$ cat src/rtl/uart_tx_pkg.sv
package uart_tx_pkg;

    localparam int DATA_W  = 8;
    localparam int CTRL_W  = 6;
    localparam int FRAME_W = DATA_W + 4;
    localparam int LEN_W   = $clog2(FRAME_W + 1);

    typedef struct packed {
        logic irq_done_en;
        logic irq_empty_en;
        logic two_stop;
        logic par_odd;
        logic par_en;
        logic tx_en;
    } ctrl_t;

    typedef struct packed {
        logic [FRAME_W-1:0] bits;
        logic [LEN_W-1:0]   len;
    } frame_t;

    function automatic logic parity_of(input logic [DATA_W-1:0] d, input logic odd);
        return (^d) ^ odd;
    endfunction

    function automatic frame_t build_frame(input logic [DATA_W-1:0] d, input ctrl_t c);
        frame_t f;
        f.bits            = '1;
        f.bits[0]         = 1'b0;
        f.bits[DATA_W:1]  = d;
        if (c.par_en)
            f.bits[DATA_W+1] = parity_of(d, c.par_odd);
        f.len = LEN_W'(DATA_W + 2) + LEN_W'(c.par_en) + LEN_W'(c.two_stop);
        return f;
    endfunction

endpackage

$ cat src/rtl/uart_tx_holdbuf.sv
module uart_tx_holdbuf
    import uart_tx_pkg::*;
(
    input  logic              clk,
    input  logic              rst,
    input  logic              wr,
    input  logic [DATA_W-1:0] wdata,
    input  logic              take,
    output logic              valid,
    output logic [DATA_W-1:0] data
);
    always_ff @(posedge clk) begin
        if (rst) begin
            valid <= 1'b0;
            data  <= '0;
        end else if (wr) begin
            valid <= 1'b1;
            data  <= wdata;
        end else if (take) begin
            valid <= 1'b0;
        end
    end
endmodule

$ cat src/rtl/uart_tx_bitclk.sv
module uart_tx_bitclk #(
    parameter int TICKS_PER_BIT = 16
) (
    input  logic clk,
    input  logic rst,
    input  logic restart,
    input  logic run,
    input  logic baud_tick,
    output logic bit_end
);
    localparam int TW = (TICKS_PER_BIT > 1) ? $clog2(TICKS_PER_BIT) : 1;
    localparam logic [TW-1:0] LAST = TW'(TICKS_PER_BIT - 1);

    logic [TW-1:0] cnt;

    assign bit_end = run && baud_tick && (cnt == LAST);

    always_ff @(posedge clk) begin
        if (rst || restart)
            cnt <= '0;
        else if (run && baud_tick)
            cnt <= (cnt == LAST) ? '0 : cnt + 1'b1;
    end
endmodule

$ cat src/rtl/uart_tx_shifter.sv
module uart_tx_shifter
    import uart_tx_pkg::*;
(
    input  logic   clk,
    input  logic   rst,
    input  logic   load,
    input  frame_t next_frame,
    input  logic   bit_end,
    output logic   busy,
    output logic   line,
    output logic   frame_end
);
    logic [FRAME_W-1:0] sh;
    logic [LEN_W-1:0]   left;

    assign frame_end = busy && bit_end && (left == LEN_W'(1));
    assign line      = busy ? sh[0] : 1'b1;

    always_ff @(posedge clk) begin
        if (rst) begin
            busy <= 1'b0;
            sh   <= '1;
            left <= '0;
        end else if (load) begin
            busy <= 1'b1;
            sh   <= next_frame.bits;
            left <= next_frame.len;
        end else if (frame_end) begin
            busy <= 1'b0;
            sh   <= '1;
            left <= '0;
        end else if (busy && bit_end) begin
            sh   <= {1'b1, sh[FRAME_W-1:1]};
            left <= left - 1'b1;
        end
    end
endmodule

$ cat src/rtl/uart_tx_status.sv
module uart_tx_status
    import uart_tx_pkg::*;
(
    input  logic  clk,
    input  logic  rst,
    input  ctrl_t ctrl,
    input  logic  busy,
    input  logic  buf_valid,
    input  logic  frame_end,
    input  logic  take,
    input  logic  done_w1c,
    input  logic  done_ack,
    output logic  eff_en,
    output logic  done,
    output logic  irq_empty,
    output logic  irq_done
);
    always_ff @(posedge clk) begin
        if (rst) begin
            eff_en <= 1'b0;
            done   <= 1'b0;
        end else begin
            if (ctrl.tx_en)
                eff_en <= 1'b1;
            else if (!busy && !buf_valid)
                eff_en <= 1'b0;

            if (frame_end && !take)
                done <= 1'b1;
            else if (done_w1c || done_ack)
                done <= 1'b0;
        end
    end

    assign irq_empty = !buf_valid && ctrl.irq_empty_en;
    assign irq_done  = done && ctrl.irq_done_en;
endmodule

$ cat src/rtl/dbuf_uart_tx.sv
module dbuf_uart_tx
    import uart_tx_pkg::*;
#(
    parameter int TICKS_PER_BIT = 16
) (
    input  logic              clk,
    input  logic              rst,
    input  logic              baud_tick,
    input  logic              data_we,
    input  logic [DATA_W-1:0] data_in,
    input  logic              ctrl_we,
    input  logic [CTRL_W-1:0] ctrl_in,
    input  logic              done_w1c,
    input  logic              irq_done_ack,
    output logic              txd,
    output logic              txd_oe,
    output logic              buf_empty,
    output logic              tx_done,
    output logic              irq_empty,
    output logic              irq_done
);
    ctrl_t             ctrl_q;
    logic              buf_valid;
    logic [DATA_W-1:0] buf_data;
    logic              busy;
    logic              bit_end;
    logic              frame_end;
    logic              eff_en;
    logic              take;
    frame_t            nf;

    always_ff @(posedge clk) begin
        if (rst)
            ctrl_q <= '0;
        else if (ctrl_we)
            ctrl_q <= ctrl_t'(ctrl_in);
    end

    assign take = eff_en && buf_valid && (!busy || frame_end);
    assign nf   = build_frame(buf_data, ctrl_q);

    uart_tx_holdbuf u_buf (
        .clk   (clk),
        .rst   (rst),
        .wr    (data_we),
        .wdata (data_in),
        .take  (take),
        .valid (buf_valid),
        .data  (buf_data)
    );

    uart_tx_bitclk #(.TICKS_PER_BIT(TICKS_PER_BIT)) u_bitclk (
        .clk       (clk),
        .rst       (rst),
        .restart   (take),
        .run       (busy),
        .baud_tick (baud_tick),
        .bit_end   (bit_end)
    );

    uart_tx_shifter u_shift (
        .clk        (clk),
        .rst        (rst),
        .load       (take),
        .next_frame (nf),
        .bit_end    (bit_end),
        .busy       (busy),
        .line       (txd),
        .frame_end  (frame_end)
    );

    uart_tx_status u_stat (
        .clk       (clk),
        .rst       (rst),
        .ctrl      (ctrl_q),
        .busy      (busy),
        .buf_valid (buf_valid),
        .frame_end (frame_end),
        .take      (take),
        .done_w1c  (done_w1c),
        .done_ack  (irq_done_ack),
        .eff_en    (eff_en),
        .done      (tx_done),
        .irq_empty (irq_empty),
        .irq_done  (irq_done)
    );

    assign txd_oe    = eff_en;
    assign buf_empty = !buf_valid;
endmodule

$ cat config.mk
export PLATFORM = sky130hd
export DESIGN_NAME = dbuf_uart_tx
export DESIGN_NICKNAME = d
export VERILOG_FILES = /design/src/rtl/uart_tx_pkg.sv /design/src/rtl/uart_tx_holdbuf.sv /design/src/rtl/uart_tx_bitclk.sv /design/src/rtl/uart_tx_shifter.sv /design/src/rtl/uart_tx_status.sv /design/src/rtl/dbuf_uart_tx.sv
export SDC_FILE = /design/constraint.sdc
export NUM_CORES = 1
export LEC_CHECK = 0
export ABC_AREA = 1
export BUFFER_PORTS_ARGS = -buffer_cell sky130_fd_sc_hd__buf_2
export CAP_MARGIN = 20
export CORE_ASPECT_RATIO = 0.6
export CORE_MARGIN = 2
export CORE_UTILIZATION = 45
export CTS_CLUSTER_SIZE = 25
export DETAILED_ROUTE_END_ITERATION = 12
export PLACE_DENSITY = 0.76
export SYNTH_ARGS = -nofsm -noshare
export SYNTH_HDL_FRONTEND = slang
export SYNTH_SLANG_ARGS = --single-unit
export TNS_END_PERCENT = 5
$ cat constraint.sdc
create_clock -name clk -period 1.92 [get_ports clk]
set_input_delay 0.192 -clock clk [delete_from_list [all_inputs] [get_ports clk]]
set_output_delay 0.192 -clock clk [all_outputs]
set_load 0.05 [all_outputs]
==> results.md, run 1 <==
* Clock latency reported for the late side of the worst-skew pair at just under 300 ps
* Ant. Diodes at 0
* Final count of hold timing violations at 0
* CP Max Fanout at 13
* Post-DP HPWL at 2.68 mm
* Most frequent cells in the layout: 44 x sky130_fd_sc_hd__nand2_1, 36 x sky130_fd_sc_hd__dfxtp_1, 32 x sky130_fd_sc_hd__inv_1, 26 x sky130_fd_sc_hd__buf_2, 25 x sky130_fd_sc_hd__a21oi_1
* Combined area of all synthesized cells at approximately 0.0017 sq mm
* Parity-gate share of the synthesized area counting xor and xnor cells at about 1.6%
* Post-synth top area share at roughly 43%
* Number of cells in the finished layout apart from fillers at approximately 310
* Placement row count at 17
* Most common cell after layout, fill and taps aside: sky130_fd_sc_hd__nand2_1
* Die X at slightly above 80 um
* Multiplexer area fraction after synthesis at 0%
* Peak VDD IR at 0.000509 V
* Cell accounting for the most synthesized area: sky130_fd_sc_hd__dfxtp_1
* Type of the most critical hold path: in -> reg
* Max-slew violation total from the final report at 0
* Min Tclk post-route at approximately 1800 ps
* Total negative slack at 0 ps
* Number of detailed-route iterations in the first pass at 4
* Logic gate share of total power at 11.7%
* Drt via density at slightly below 5
* Final worst path period share at roughly nine tenths
* # placed instances at 305
* Growth of design area from synthesis to finish at 17.7%
* Congestion Overflow GR at 0
* Adder and majority cell fraction of the synthesized area at 2.98%
* Main combinational cell family by area after synthesis: simple AND/OR/NAND/NOR gates
* Leak pwr at roughly 0.94 nW
* Effective utilization at floorplan at ~46%
* Yosys warns at 0
* Syn_nets at between 200 and 300
* Wire length of the first global-routing pass at roughly 6.3 mm
* Slew @ Worst Pin at a little over 500 ps
* Switching power share of the total at between 20% and 30%
* Reg2Reg Setup Slack at around 160 ps
* Boundary pin count at 27
* Peak clock frequency supported by timing at about 570 MHz
* Share of total power in the clock network at a little under 40%
* Worst slack at placement at ~230 ps
* Maximum number of pins on one net before global-route repair at 21
* Mapped Avg Cell Area at 7.17 sq um
* Number of buffers between clock root and the deepest sink at 2
* Last weighted congestion value of the routability-driven placer at between 0.8 and 0.9
* Layout cell share with drive strength beyond 1 at 17.7%
* Sequential cell area fraction in the yosys report at around 43%
* Cell area after layout at 0.00198 sq mm
* Vias after detailed routing at 1,556
* Clock skew at roughly 4.5 ps
* Initial antenna violation count at 0
* Min setup slack post-route at 159 ps
* Wirelength, routed at between 3 and 4 mm
* Post-route DRC violation count at 0
* Cell types occupying the most area after synthesis: sky130_fd_sc_hd__dfxtp_1 43%, sky130_fd_sc_hd__nand2_1 9.8%, sky130_fd_sc_hd__a21oi_1 7.5%
* Final hold slack at 119 ps
* Buffer type at the clock tree root: sky130_fd_sc_hd__clkbuf_8
* Net count, final at 290
* Number of instances in the synthesized netlist at approximately 230
* CTS buffer count at 5
* Setup Buffers After CTS at 0
* Area of the die at about 0.0042 sq mm
* Core Area at between 0.003 and 0.004 sq mm
* Power spent charging and discharging nets at 0.426 mW
* Synth Area in Simple Gates at 23.2%
* Number of max-capacitance violations reported at 0
* Routed length per placed instance at 11.5 um
* Launching element type of the critical path: register
* Crit path kind: reg -> reg
* Number of nets with antenna violations after detailed routing at 0
* Sequential group share of total power at 48.7%
* CTS tree: built
* Number of unique standard cell types used by synthesis at 29
* Number of hold buffers added after CTS at 0
* Count of state elements after synthesis at 36
* Placed inst area at around 0.0019 sq mm
* Max-Slew Margin vs Limit at between 60% and 70%
* Via count of the first global-routing pass at between 1,000 and 1,500
* Number of sinks handled by clock tree synthesis at 36
* Critical Path RT at approximately 2100 ps
* Post-CTS sizing at 0
* Power density normalized to cell area at about 840 mW/mm^2
* Deepest level of the CTS H-tree at 2
* GR Util All Layers at slightly below 20%
* Arrival time worst endpoint at ~2000 ps
* Endpoint kind of the worst setup timing path: register
* Reg clk slew, reported paths at roughly 70 ps
* Number of violations reported at the end of detailed-routing iteration 0 at approximately 140
* Final setup vio count at 0
* Die height at slightly above 50 um
* Input/output buffers at 26
* Cell-internal power at ~1.2 mW
* RSZ-0062 raised after global routing: no
* Share of the synthesized area in compound gates (AO/OA/AOI/OAI) at approximately a fifth
* Run status: finished clean
==> cell families (layout without fill, tap and decap cells) <==
family                     Yosys count  in the layout
xor gates and xnor gates             3              3
and+or+nand+nor                     89             89
AOI/OAI and AO/OA                   63             63
buffers and inverters               39             71
DFF                                 36             36
adders and majority gates            4              4
==> layout make-up <==
class / count / area (sq um)
clock buffer: 5 / 68.8
multi-input combinational: 159 / 797
sequential: 36 / 721
inverter: 32 / 120
tap: 47 / 58.8
clock inverter: 3 / 42.5
timing repair buffer: 31 / 168
fill: 362 / 1640
==> per-stage QoR <==
stage / utilization (%) / power, mW
floorplan: - / 0.961
global placement: 51.6 / 1.02
detailed placement: 51.6 / 1.02
CTS: 54.6 / 1.68
global route: 54.6 / 1.76
finish: 54.6 / 1.67
==> flip-flops by register name, summed over array words and instances, names as in the netlist <==
register	flops
u_bitclk.cnt	4
u_stat.eff_en	1
u_shift.busy	1
ctrl_q	6
u_buf.valid	1
u_shift.sh	10
u_shift.left	4
u_stat.done	1
u_buf.data	8
==> critical path, cell delays in order, from the launching register on <==
cell and delay (ps):
sky130_fd_sc_hd__dfxtp_1 340, sky130_fd_sc_hd__inv_1 70, sky130_fd_sc_hd__ha_1 190, sky130_fd_sc_hd__nor3b_1 140
sky130_fd_sc_hd__buf_4 150, sky130_fd_sc_hd__nand2_4 60, sky130_fd_sc_hd__nand2_1 70, sky130_fd_sc_hd__nand2_2 200
sky130_fd_sc_hd__nand2_1 210, sky130_fd_sc_hd__a211oi_1 240
==> per-layer routing <==
metal | vias up | share of wire, % | track usage (%)
li1 | 826 | - | -
met1 | 671 | 54 | 27.2
met2 | 52 | 37 | 25.8
met3 | 7 | 7.7 | 7.11
met4 | 0 | 2.0 | 9.02
met5 | - | 0 | 0
==> cell usage after synthesis <==
cell,n
sky130_fd_sc_hd__nor3_1,1
sky130_fd_sc_hd__nand2_2,3
sky130_fd_sc_hd__nand2_1,44
sky130_fd_sc_hd__buf_4,1
sky130_fd_sc_hd__inv_1,32
sky130_fd_sc_hd__o211ai_1,2
sky130_fd_sc_hd__or3b_2,1
sky130_fd_sc_hd__buf_2,2
sky130_fd_sc_hd__dfxtp_1,36
sky130_fd_sc_hd__o21ai_1,10
sky130_fd_sc_hd__a21oi_1,25
sky130_fd_sc_hd__ha_1,4
sky130_fd_sc_hd__or2_2,1
sky130_fd_sc_hd__buf_6,1
sky130_fd_sc_hd__nand2_4,1
sky130_fd_sc_hd__o21ai_2,1
sky130_fd_sc_hd__xnor2_1,1
sky130_fd_sc_hd__o21ai_0,22
sky130_fd_sc_hd__clkbuf_1,2
sky130_fd_sc_hd__nand3_1,12
sky130_fd_sc_hd__buf_1,1
sky130_fd_sc_hd__xor2_1,2
sky130_fd_sc_hd__o2111ai_1,1
sky130_fd_sc_hd__nand4_1,2
sky130_fd_sc_hd__a211oi_1,1
sky130_fd_sc_hd__o22ai_1,1
sky130_fd_sc_hd__nor3b_1,1
sky130_fd_sc_hd__nor2_4,1
sky130_fd_sc_hd__nor2_1,22
==> power groups by stage <==
stage	combinational, mW	clock [mW]	sequential (mW)
after floorplan	0.135	0	0.826
after global placement	0.189	0	0.827
after detailed placement	0.194	0	0.827
after CTS	0.195	0.674	0.811
after global routing	0.224	0.717	0.816
final	0.194	0.660	0.811
==> worst paths after layout <==
path | cells after the start | endpoint | from
max | 9 | u_bitclk.cnt[0] | u_shift.left[1]
min | 3 | ctrl_q[5] | ctrl_in[5]
max reg2reg | 9 | u_bitclk.cnt[0] | u_shift.left[1]
min reg2reg | 2 | ctrl_q[4] | ctrl_q[4]
(Power assumes the default switching activity.)
==> run 2: changes to the inputs <==
--- a/config.mk
+++ b/config.mk
@@ -14,6 +14,9 @@
 export CTS_CLUSTER_SIZE = 25
 export DETAILED_ROUTE_END_ITERATION = 12
 export PLACE_DENSITY = 0.76
+export RECOVER_POWER = 25
+export SETUP_SLACK_MARGIN = 0.02
+export SLEW_MARGIN = 40
 export SYNTH_ARGS = -nofsm -noshare
 export SYNTH_HDL_FRONTEND = slang
 export SYNTH_SLANG_ARGS = --single-unit
==> results.md, run 2 (synthesis gave the netlist of run 1 again) <==
* Layout cell share with drive strength beyond 1 at 19.3% (+1.6 points)
* Worst slack at placement at 231 ps (unchanged)
* Leak pwr at 0.956 nW (+1.5%)
* Logic gate share of total power at 11.8% (about the same)
* RSZ-0062 raised after global routing: no
* CTS buffer count at 5 (unchanged)
* Run status: finished clean
* Pwr Total at 1.67 mW (+0.39%)
* Total negative slack at 0 ps (unchanged)
* CP Max Fanout at 13 (unchanged)
* Final worst path period share at 92.6% (+0.90 points)
* Fin util at 55.8% (+1.1 points)
* Peak VDD IR at 0.000511 V (+0.38%)
* Max-slew violation total from the final report at 0 (unchanged)
* Cells traversed along the worst timing path: inv_1, ha_1, nor3b_1, buf_4, nand2_4, nand2_1, nand2_2, nand2_1, a211oi_1
* Effective utilization at floorplan at 46.4% (unchanged)
* Reg clk slew, reported paths at 70 ps (about the same)
* Initial antenna violation count at 0 (unchanged)
* Cell-internal power at 1.24 mW (about the same)
* Endpoint kind of the worst setup timing path: register
* Growth of design area from synthesis to finish at 20.2%
* Min setup slack post-route at 142 ps (-17.3 ps)
* Die X at 82.8 um (unchanged)
* Wire length the detailed router placed on met1 at 2.00 mm (+3.9%)
* Number of cells in the finished layout apart from fillers at 317 (+1.3%)
* Power density normalized to cell area at 829 mW/mm^2 (-1.7%)
* Area of the die at 0.00425 sq mm (unchanged)
* Drt via density at 4.95 (-0.37%)
* Slew @ Worst Pin at 661 ps (+147 ps)
* Met2 WL at 1.38 mm (+4.8%)
* Last weighted congestion value of the routability-driven placer at 0.859 (unchanged)
* Critical Path RT at 2120 ps (about the same)
* Die height at 51.3 um (unchanged)
* Type of the most critical hold path: in -> reg
* Peak clock frequency supported by timing at 562 MHz (-0.97%)
* Met3 wire length at 263 um (-4.4%)
* Wirelength, routed at 3.72 mm (+3.5%)
* Sequential group share of total power at 48.5% (-0.2 points)
* Min Tclk post-route at 1780 ps (+17.3 ps)
* Routed length per placed instance at 11.7 um (+2.2%)
* CTS tree: built
* Input/output buffers at 26 (unchanged)
* Crit path kind: reg -> reg
* Final hold slack at 119 ps (-0.774 ps)
* Fillcell total at 357 (-1.4%)
* Congestion Overflow GR at 0 (unchanged)
* Post-route DRC violation count at 0 (unchanged)
* Core Area at 0.00362 sq mm (unchanged)
* Number of detailed-route iterations in the first pass at 4 (unchanged)
* Arrival time worst endpoint at 1980 ps (+20 ps)
* Wire length of the first global-routing pass at 6.31 mm (unchanged)
* Ant. Diodes at 0 (unchanged)
* Final count of hold timing violations at 0 (unchanged)
* Max-Slew Margin vs Limit at 55.9% (-9.8 points)
* Category of cells accounting for the largest share of critical-path delay: simple AND/OR/NAND/NOR gates
* Number of violations reported at the end of detailed-routing iteration 0 at 155 (+14%)
* Buffer type at the clock tree root: sky130_fd_sc_hd__clkbuf_8
* Number of flip-flops under the largest register name at 10 (unchanged)
* Number of nets with antenna violations after detailed routing at 0 (unchanged)
* Clock latency reported for the late side of the worst-skew pair at 290 ps (about the same)
* Highest routing layer actually used: met4
* Net count, final at 294 (+1.4%)
* Number of sinks handled by clock tree synthesis at 36 (unchanged)
* Vias after detailed routing at 1,570 (+0.90%)
* Most frequent cells in the layout: 44 x sky130_fd_sc_hd__nand2_1, 35 x sky130_fd_sc_hd__dfxtp_1, 31 x sky130_fd_sc_hd__inv_1, 25 x sky130_fd_sc_hd__a21oi_1, 25 x sky130_fd_sc_hd__buf_2
* Boundary pin count at 27 (unchanged)
* Largest registers: u_shift.sh x10, u_buf.data x8, ctrl_q x6
* GR Util All Layers at 19.3% (unchanged)
* Cell area after layout at 0.00202 sq mm (+2.1%)
* # placed instances at 305 (unchanged)
* Switching power share of the total at 25.8% (+0.25 points)
* Placed inst area at 0.00186 sq mm (unchanged)
* Number of max-capacitance violations reported at 0 (unchanged)
* Post-DP HPWL at 2.68 mm (unchanged)
* Launching element type of the critical path: register
* Maximum number of pins on one net before global-route repair at 21 (unchanged)
* Clock skew at 2.93 ps (-1.59 ps)
* Number of buffers between clock root and the deepest sink at 2 (unchanged)
* Placement row count at 17 (unchanged)
* Slowest cell delay on critical path at 340 ps (about the same)
* Final setup vio count at 0 (unchanged)
* Power spent charging and discharging nets at 0.432 mW (+1.4%)
* Share of total power in the clock network at 39.7% (about the same)
* Buffers and inverters on the worst path at 2 (unchanged)
* Register name with the most flops: u_shift.sh
* Most prevalent standard cell on the critical path: sky130_fd_sc_hd__nand2_1
* Via count of the first global-routing pass at 1,349 (unchanged)
* Slowest CP cell: sky130_fd_sc_hd__dfxtp_1
* Most common cell after layout, fill and taps aside: sky130_fd_sc_hd__nand2_1
* Deepest level of the CTS H-tree at 2 (unchanged)
[run 2: final cells by class]
cell class | count | area, sq um | share of cell area (%)
timing repair buffer | 34 | 189 | 9.37
multi-input combinational | 159 | 805 | 39.9
timing repair inverter | 1 | 7.51 | 0.372
inverter | 32 | 124 | 6.14
clock buffer | 5 | 68.8 | 3.41
tap | 47 | 58.8 | 2.92
sequential | 36 | 722 | 35.8
clock inverter | 3 | 42.5 | 2.11
[run 2: path summary, 6_finish.rpt]
path,startpoint,to,slack [ps],cells after the start
worst min-delay path,ctrl_in[5],ctrl_q[5],120,3
worst max-delay path,u_shift.left[1],u_bitclk.cnt[0],140,9
worst min register to register,u_bitclk.cnt[0],u_bitclk.cnt[0],460,1
worst max register to register,u_shift.left[1],u_bitclk.cnt[0],140,9
[run 2: timing repair]
action | 4_1_cts | 5_1_grt
buffers inserted | 0 | 3
gates resized for setup | 0 | 4
hold buffers | 0 | 0
endpoints found under the setup margin | 0 | 2
[run 2: routing by layer]
metal,vias to the layer above,track usage (%)
met5,-,0
met4,0,9.02
met3,7,7.11
met2,51,25.8
met1,681,27.2
li1,831,-
[run 2: worst reg2reg max path, stage by stage (launching register included)]
cell,delay (ps)
sky130_fd_sc_hd__dfxtp_1,340
sky130_fd_sc_hd__inv_1,80
sky130_fd_sc_hd__ha_1,190
sky130_fd_sc_hd__nor3b_1,140
sky130_fd_sc_hd__buf_4,150
sky130_fd_sc_hd__nand2_4,60
sky130_fd_sc_hd__nand2_1,70
sky130_fd_sc_hd__nand2_2,200
sky130_fd_sc_hd__nand2_1,210
sky130_fd_sc_hd__a211oi_1,240
[run 2: power by group through the flow]
| stage | sequential (mW) | combinational (mW) | clock (mW) |
|---|---|---|---|
| final | 0.811 | 0.197 | 0.663 |
| after global routing | 0.816 | 0.227 | 0.717 |
| after CTS | 0.811 | 0.195 | 0.674 |
| after detailed placement | 0.827 | 0.194 | 0 |
| after global placement | 0.827 | 0.189 | 0 |
| after floorplan | 0.826 | 0.135 | 0 |
==> run 3: changes to the inputs <==
--- a/config.mk
+++ b/config.mk
@@ -9,15 +9,15 @@
 export BUFFER_PORTS_ARGS = -buffer_cell sky130_fd_sc_hd__buf_2
 export CAP_MARGIN = 20
 export CORE_ASPECT_RATIO = 0.6
-export CORE_MARGIN = 2
 export CORE_UTILIZATION = 45
 export CTS_CLUSTER_SIZE = 25
 export DETAILED_ROUTE_END_ITERATION = 12
-export PLACE_DENSITY = 0.76
+export PLACE_DENSITY = 0.77
 export RECOVER_POWER = 25
 export SETUP_SLACK_MARGIN = 0.02
 export SLEW_MARGIN = 40
 export SYNTH_ARGS = -nofsm -noshare
 export SYNTH_HDL_FRONTEND = slang
+export SYNTH_HIERARCHICAL = 1
 export SYNTH_SLANG_ARGS = --single-unit
 export TNS_END_PERCENT = 5
==> results.md, run 3 <==
* Deepest level of the CTS H-tree at 2 (unchanged)
* Peak clock frequency supported by timing at 508 MHz (-9.6%)
* Number of nets with antenna violations after detailed routing at 0 (unchanged)
* Cell accounting for the most synthesized area: sky130_fd_sc_hd__dfxtp_1
* Register name with the most flops: u_shift/sh
* Clock latency reported for the late side of the worst-skew pair at 290 ps (about the same)
* Violations in the final reports: setup timing
* Growth of design area from synthesis to finish at 21.4%
* Category of cells accounting for the largest share of critical-path delay: buffers and inverters
* Number of instances in the synthesized netlist at 313 (+34%)
* Buffers and inverters on the worst path at 7 (+5)
* Drt via density at 4.74 (-4.3%)
* Post-route DRC violation count at 0 (unchanged)
* Maximum number of pins on one net before global-route repair at 28 (+33%)
* Clock skew at 6.36 ps (+3.42 ps)
* Number of violations reported at the end of detailed-routing iteration 0 at 69 (-55%)
* Number of buffers between clock root and the deepest sink at 2 (unchanged)
* Placed inst area at 0.00227 sq mm (+22%)
* Startpoint of the worst-slack reg-to-reg timing path: u_bitclk/cnt[0]
* Reg2Reg Setup Slack at -50 ps (-190 ps)
* Largest registers: u_shift/sh x12, u_buf/data x8, ctrl_q x6
* Cell types occupying the most area after synthesis: sky130_fd_sc_hd__dfxtp_1 37%, sky130_fd_sc_hd__nand2_1 14%, sky130_fd_sc_hd__inv_1 12%
* Area of the die at 0.00484 sq mm (+14%)
* Via count of the first global-routing pass at 1,775 (+32%)
* Most frequent cells in the layout: 76 x sky130_fd_sc_hd__nand2_1, 64 x sky130_fd_sc_hd__inv_1, 35 x sky130_fd_sc_hd__dfxtp_1, 30 x sky130_fd_sc_hd__nor2_1, 25 x sky130_fd_sc_hd__buf_2
* Timing startpoint of the critical path: u_bitclk/cnt[0]
* RSZ-0062 raised after global routing: yes
* Max-slew violation total from the final report at 0 (unchanged)
* Number of hold buffers added after CTS at 0 (unchanged)
* Last weighted congestion value of the routability-driven placer at 0.800 (-6.8%)
* RR Endpoint: u_shift/sh[9]
* Critical Path RT at 2110 ps (about the same)
* Slew @ Worst Pin at 753 ps (+91.4 ps)
* Routed length per placed instance at 11.2 um (-4.9%)
* Die X at 89.1 um (+7.6%)
* Effective utilization at floorplan at 48.4% (+2.0 points)
* Number of unique standard cell types used by synthesis at 27 (-6.9%)
* Final count of hold timing violations at 0 (unchanged)
* Core Area at 0.00423 sq mm (+17%)
* Number of sinks handled by clock tree synthesis at 38 (+5.6%)
* Top cell types by occurrence after synthesis: 76 x sky130_fd_sc_hd__nand2_1, 66 x sky130_fd_sc_hd__inv_1, 38 x sky130_fd_sc_hd__dfxtp_1
* Slowest cell delay on critical path at 360 ps (+20 ps)
* Grt peak-use layer: met2
* M3 GR Usage at 4.68% (-2.4 points)
* Reg clk slew, reported paths at 70 ps (about the same)
* Most common cell after layout, fill and taps aside: sky130_fd_sc_hd__nand2_1
* Final worst path period share at 102% (+9.9 points)
* Fillcell total at 409 (+15%)
* Count of state elements after synthesis at 38 (+5.6%)
* Prevailing post-synth register cell: sky130_fd_sc_hd__dfxtp_1
* Vias after detailed routing at 1,967 (+25%)
* Layout cell share with drive strength beyond 1 at 20.6% (+1.3 points)
* Wirelength, routed at 4.63 mm (+25%)
* Instance count along the most critical hold path at 3 (unchanged)
* Boundary pin count at 27 (unchanged)
* Wire length of the first global-routing pass at 7.16 mm (+13%)
* Run status: finished with violations
* Final setup vio count at 9 (+9)
* Buffer type at the clock tree root: sky130_fd_sc_hd__clkbuf_8
* CTS tree: built
* Slowest CP cell: sky130_fd_sc_hd__dfxtp_2
* Share of synthesized registers carrying an async set or reset at 0% (unchanged)
* Endpoint of the worst hold-timing path: u_buf/data[4]
* Post-DP HPWL at 3.02 mm (+13%)
* Cells traversed along the worst timing path: ha_4, nand3_4, nor2_4, nand2_2, inv_2, nand4_4, inv_2, inv_2, a21oi_4, clkinv_8, buf_12, buf_4, o21ai_2, inv_1, nand2_1, nand2_1
* Crit path kind: reg -> reg
* Startpoint of the tightest hold check path: data_in[4]
* CP Max Fanout at 5 (-8)
* CTS buffer count at 5 (unchanged)
* Sequential cell area fraction in the yosys report at 37.1% (-5.8 points)
* Power density normalized to cell area at 634 mW/mm^2 (-24%)
* Min Tclk post-route at 1970 ps (+190 ps)
* Min setup slack post-route at -47.7 ps (-190 ps)
* Ant. Diodes at 0 (unchanged)
* Input/output buffers at 26 (unchanged)
* Cell area after layout at 0.00249 sq mm (+23%)
* Max-Slew Margin vs Limit at 49.8% (-6.1 points)
* Combined area of all synthesized cells at 0.00205 sq mm (+22%)
* Most instantiated library cell after synthesis: sky130_fd_sc_hd__nand2_1
* Number of detailed-route iterations in the first pass at 4 (unchanged)
* Leak pwr at 1.33 nW (+39%)
* Launching element type of the critical path: register
* GR Util All Layers at 19.6% (+0.26 points)
* Global routing usage on met1 at 23.6% (-3.6 points)
* Final hold slack at 126 ps (+7.53 ps)
* Most prevalent standard cell on the critical path: sky130_fd_sc_hd__inv_2
* Placement row count at 18 (+1)
* Die height at 54.3 um (+5.8%)
* Number of flops mapped to enable cells by yosys at 0 (unchanged)
* Cell depth of the worst flop-to-flop path at 16 (+7)
* Number of flip-flops under the largest register name at 12 (+2)
* Number of max-capacitance violations reported at 0 (unchanged)
* Type of the most critical hold path: in -> reg
* Mapped Avg Cell Area at 6.55 sq um (-8.7%)
* Arrival time worst endpoint at 2160 ps (+180 ps)
* Peak VDD IR at 0.000355 V (-31%)
* Initial antenna violation count at 0 (unchanged)
* Worst slack at placement at 21.6 ps (-210 ps)
* Yosys warns at 6 (+6)
* GR met2 Demand/Resource at 35.1% (+9.3 points)
* Congestion Overflow GR at 0 (unchanged)
* Endpoint kind of the worst setup timing path: register
* Net count, final at 381 (+30%)
* Post-synth top area share at 37.1% (-5.8 points)
## run 3: cell types whose count changed after synthesis, sizes merged, moves of 4 or more
| cell | before | now |
|---|---|---|
| nand3 | 12 | 22 |
| a21oi | 25 | 15 |
| inv | 32 | 70 |
| o21ai | 33 | 37 |
| nor2 | 23 | 32 |
| nand2 | 48 | 80 |
## run 3: metal layers
metal / up-vias / wire, um
li1: 1041 / -
met1: 889 / 2330
met2: 33 / 2080
met3: 4 / 189
met4: 0 / 35
met5: - / 0
## run 3: power by group
group / switching, mW / internal [mW]
registers: 0.0245 / 0.818
clock network: 0.262 / 0.277
logic: 0.125 / 0.0718
total: 0.411 / 1.17
## run 3: how the worst max path moves through the flow
stage	end	depth (start not counted)	slack, ps
2_1_floorplan	u_shift/sh[2]	16	-90
3_3_place_gp	u_shift/left[3]	14	90
3_5_place_dp	u_shift/left[3]	14	20
4_1_cts	u_shift/left[3]	14	40
5_1_grt	u_shift/sh[9]	15	-140
6_report	u_shift/sh[9]	16	-50
## run 3: cell families after synthesis
kind of cell,after synthesis,share of synthesized area (%)
simple gates,137,29.4
other cells,2,0.366
flops,38,37.1
buf+inv,76,15.6
fa+ha+maj,4,2.44
compound gates,55,14.7
xor+xnor,1,0.427
## run 3: cell type report
type                       instances  area, sq um  area share [%]
clock buffer                       6         82.6            3.32
inverter                          70          275            11.1
multi-input combinational        202         1050            42.1
sequential                        38          767            30.8
tap                               60         75.1            3.02
timing repair buffer              38          231            9.30
timing repair inverter             1         8.76           0.352
## run 3: what timing repair did
action | CTS | global route
setup endpoints to repair | 1 | 16
gates cloned | 1 | 1
resized for setup | 0 | 13
setup buffers | 0 | 8
pin swaps | 1 | 7
## run 3: stage by stage
step                      total power [mW]  utilization, %  instances  setup TNS, ps
after floorplan                      0.983               -        315           -922
after global placement                1.03            53.7        399              0
after detailed placement              1.04            53.7        399              0
after CTS                             1.57            55.9        406              0
after global routing                  1.65            58.8        415          -1530
final                                 1.58            58.8        415           -259
## run 3: tightest hold or removal path: cells and delay by family
family / cells / cell delay (ps)
AND/OR/NAND/NOR: 2 / 110
buffers and inverters: 1 / 70
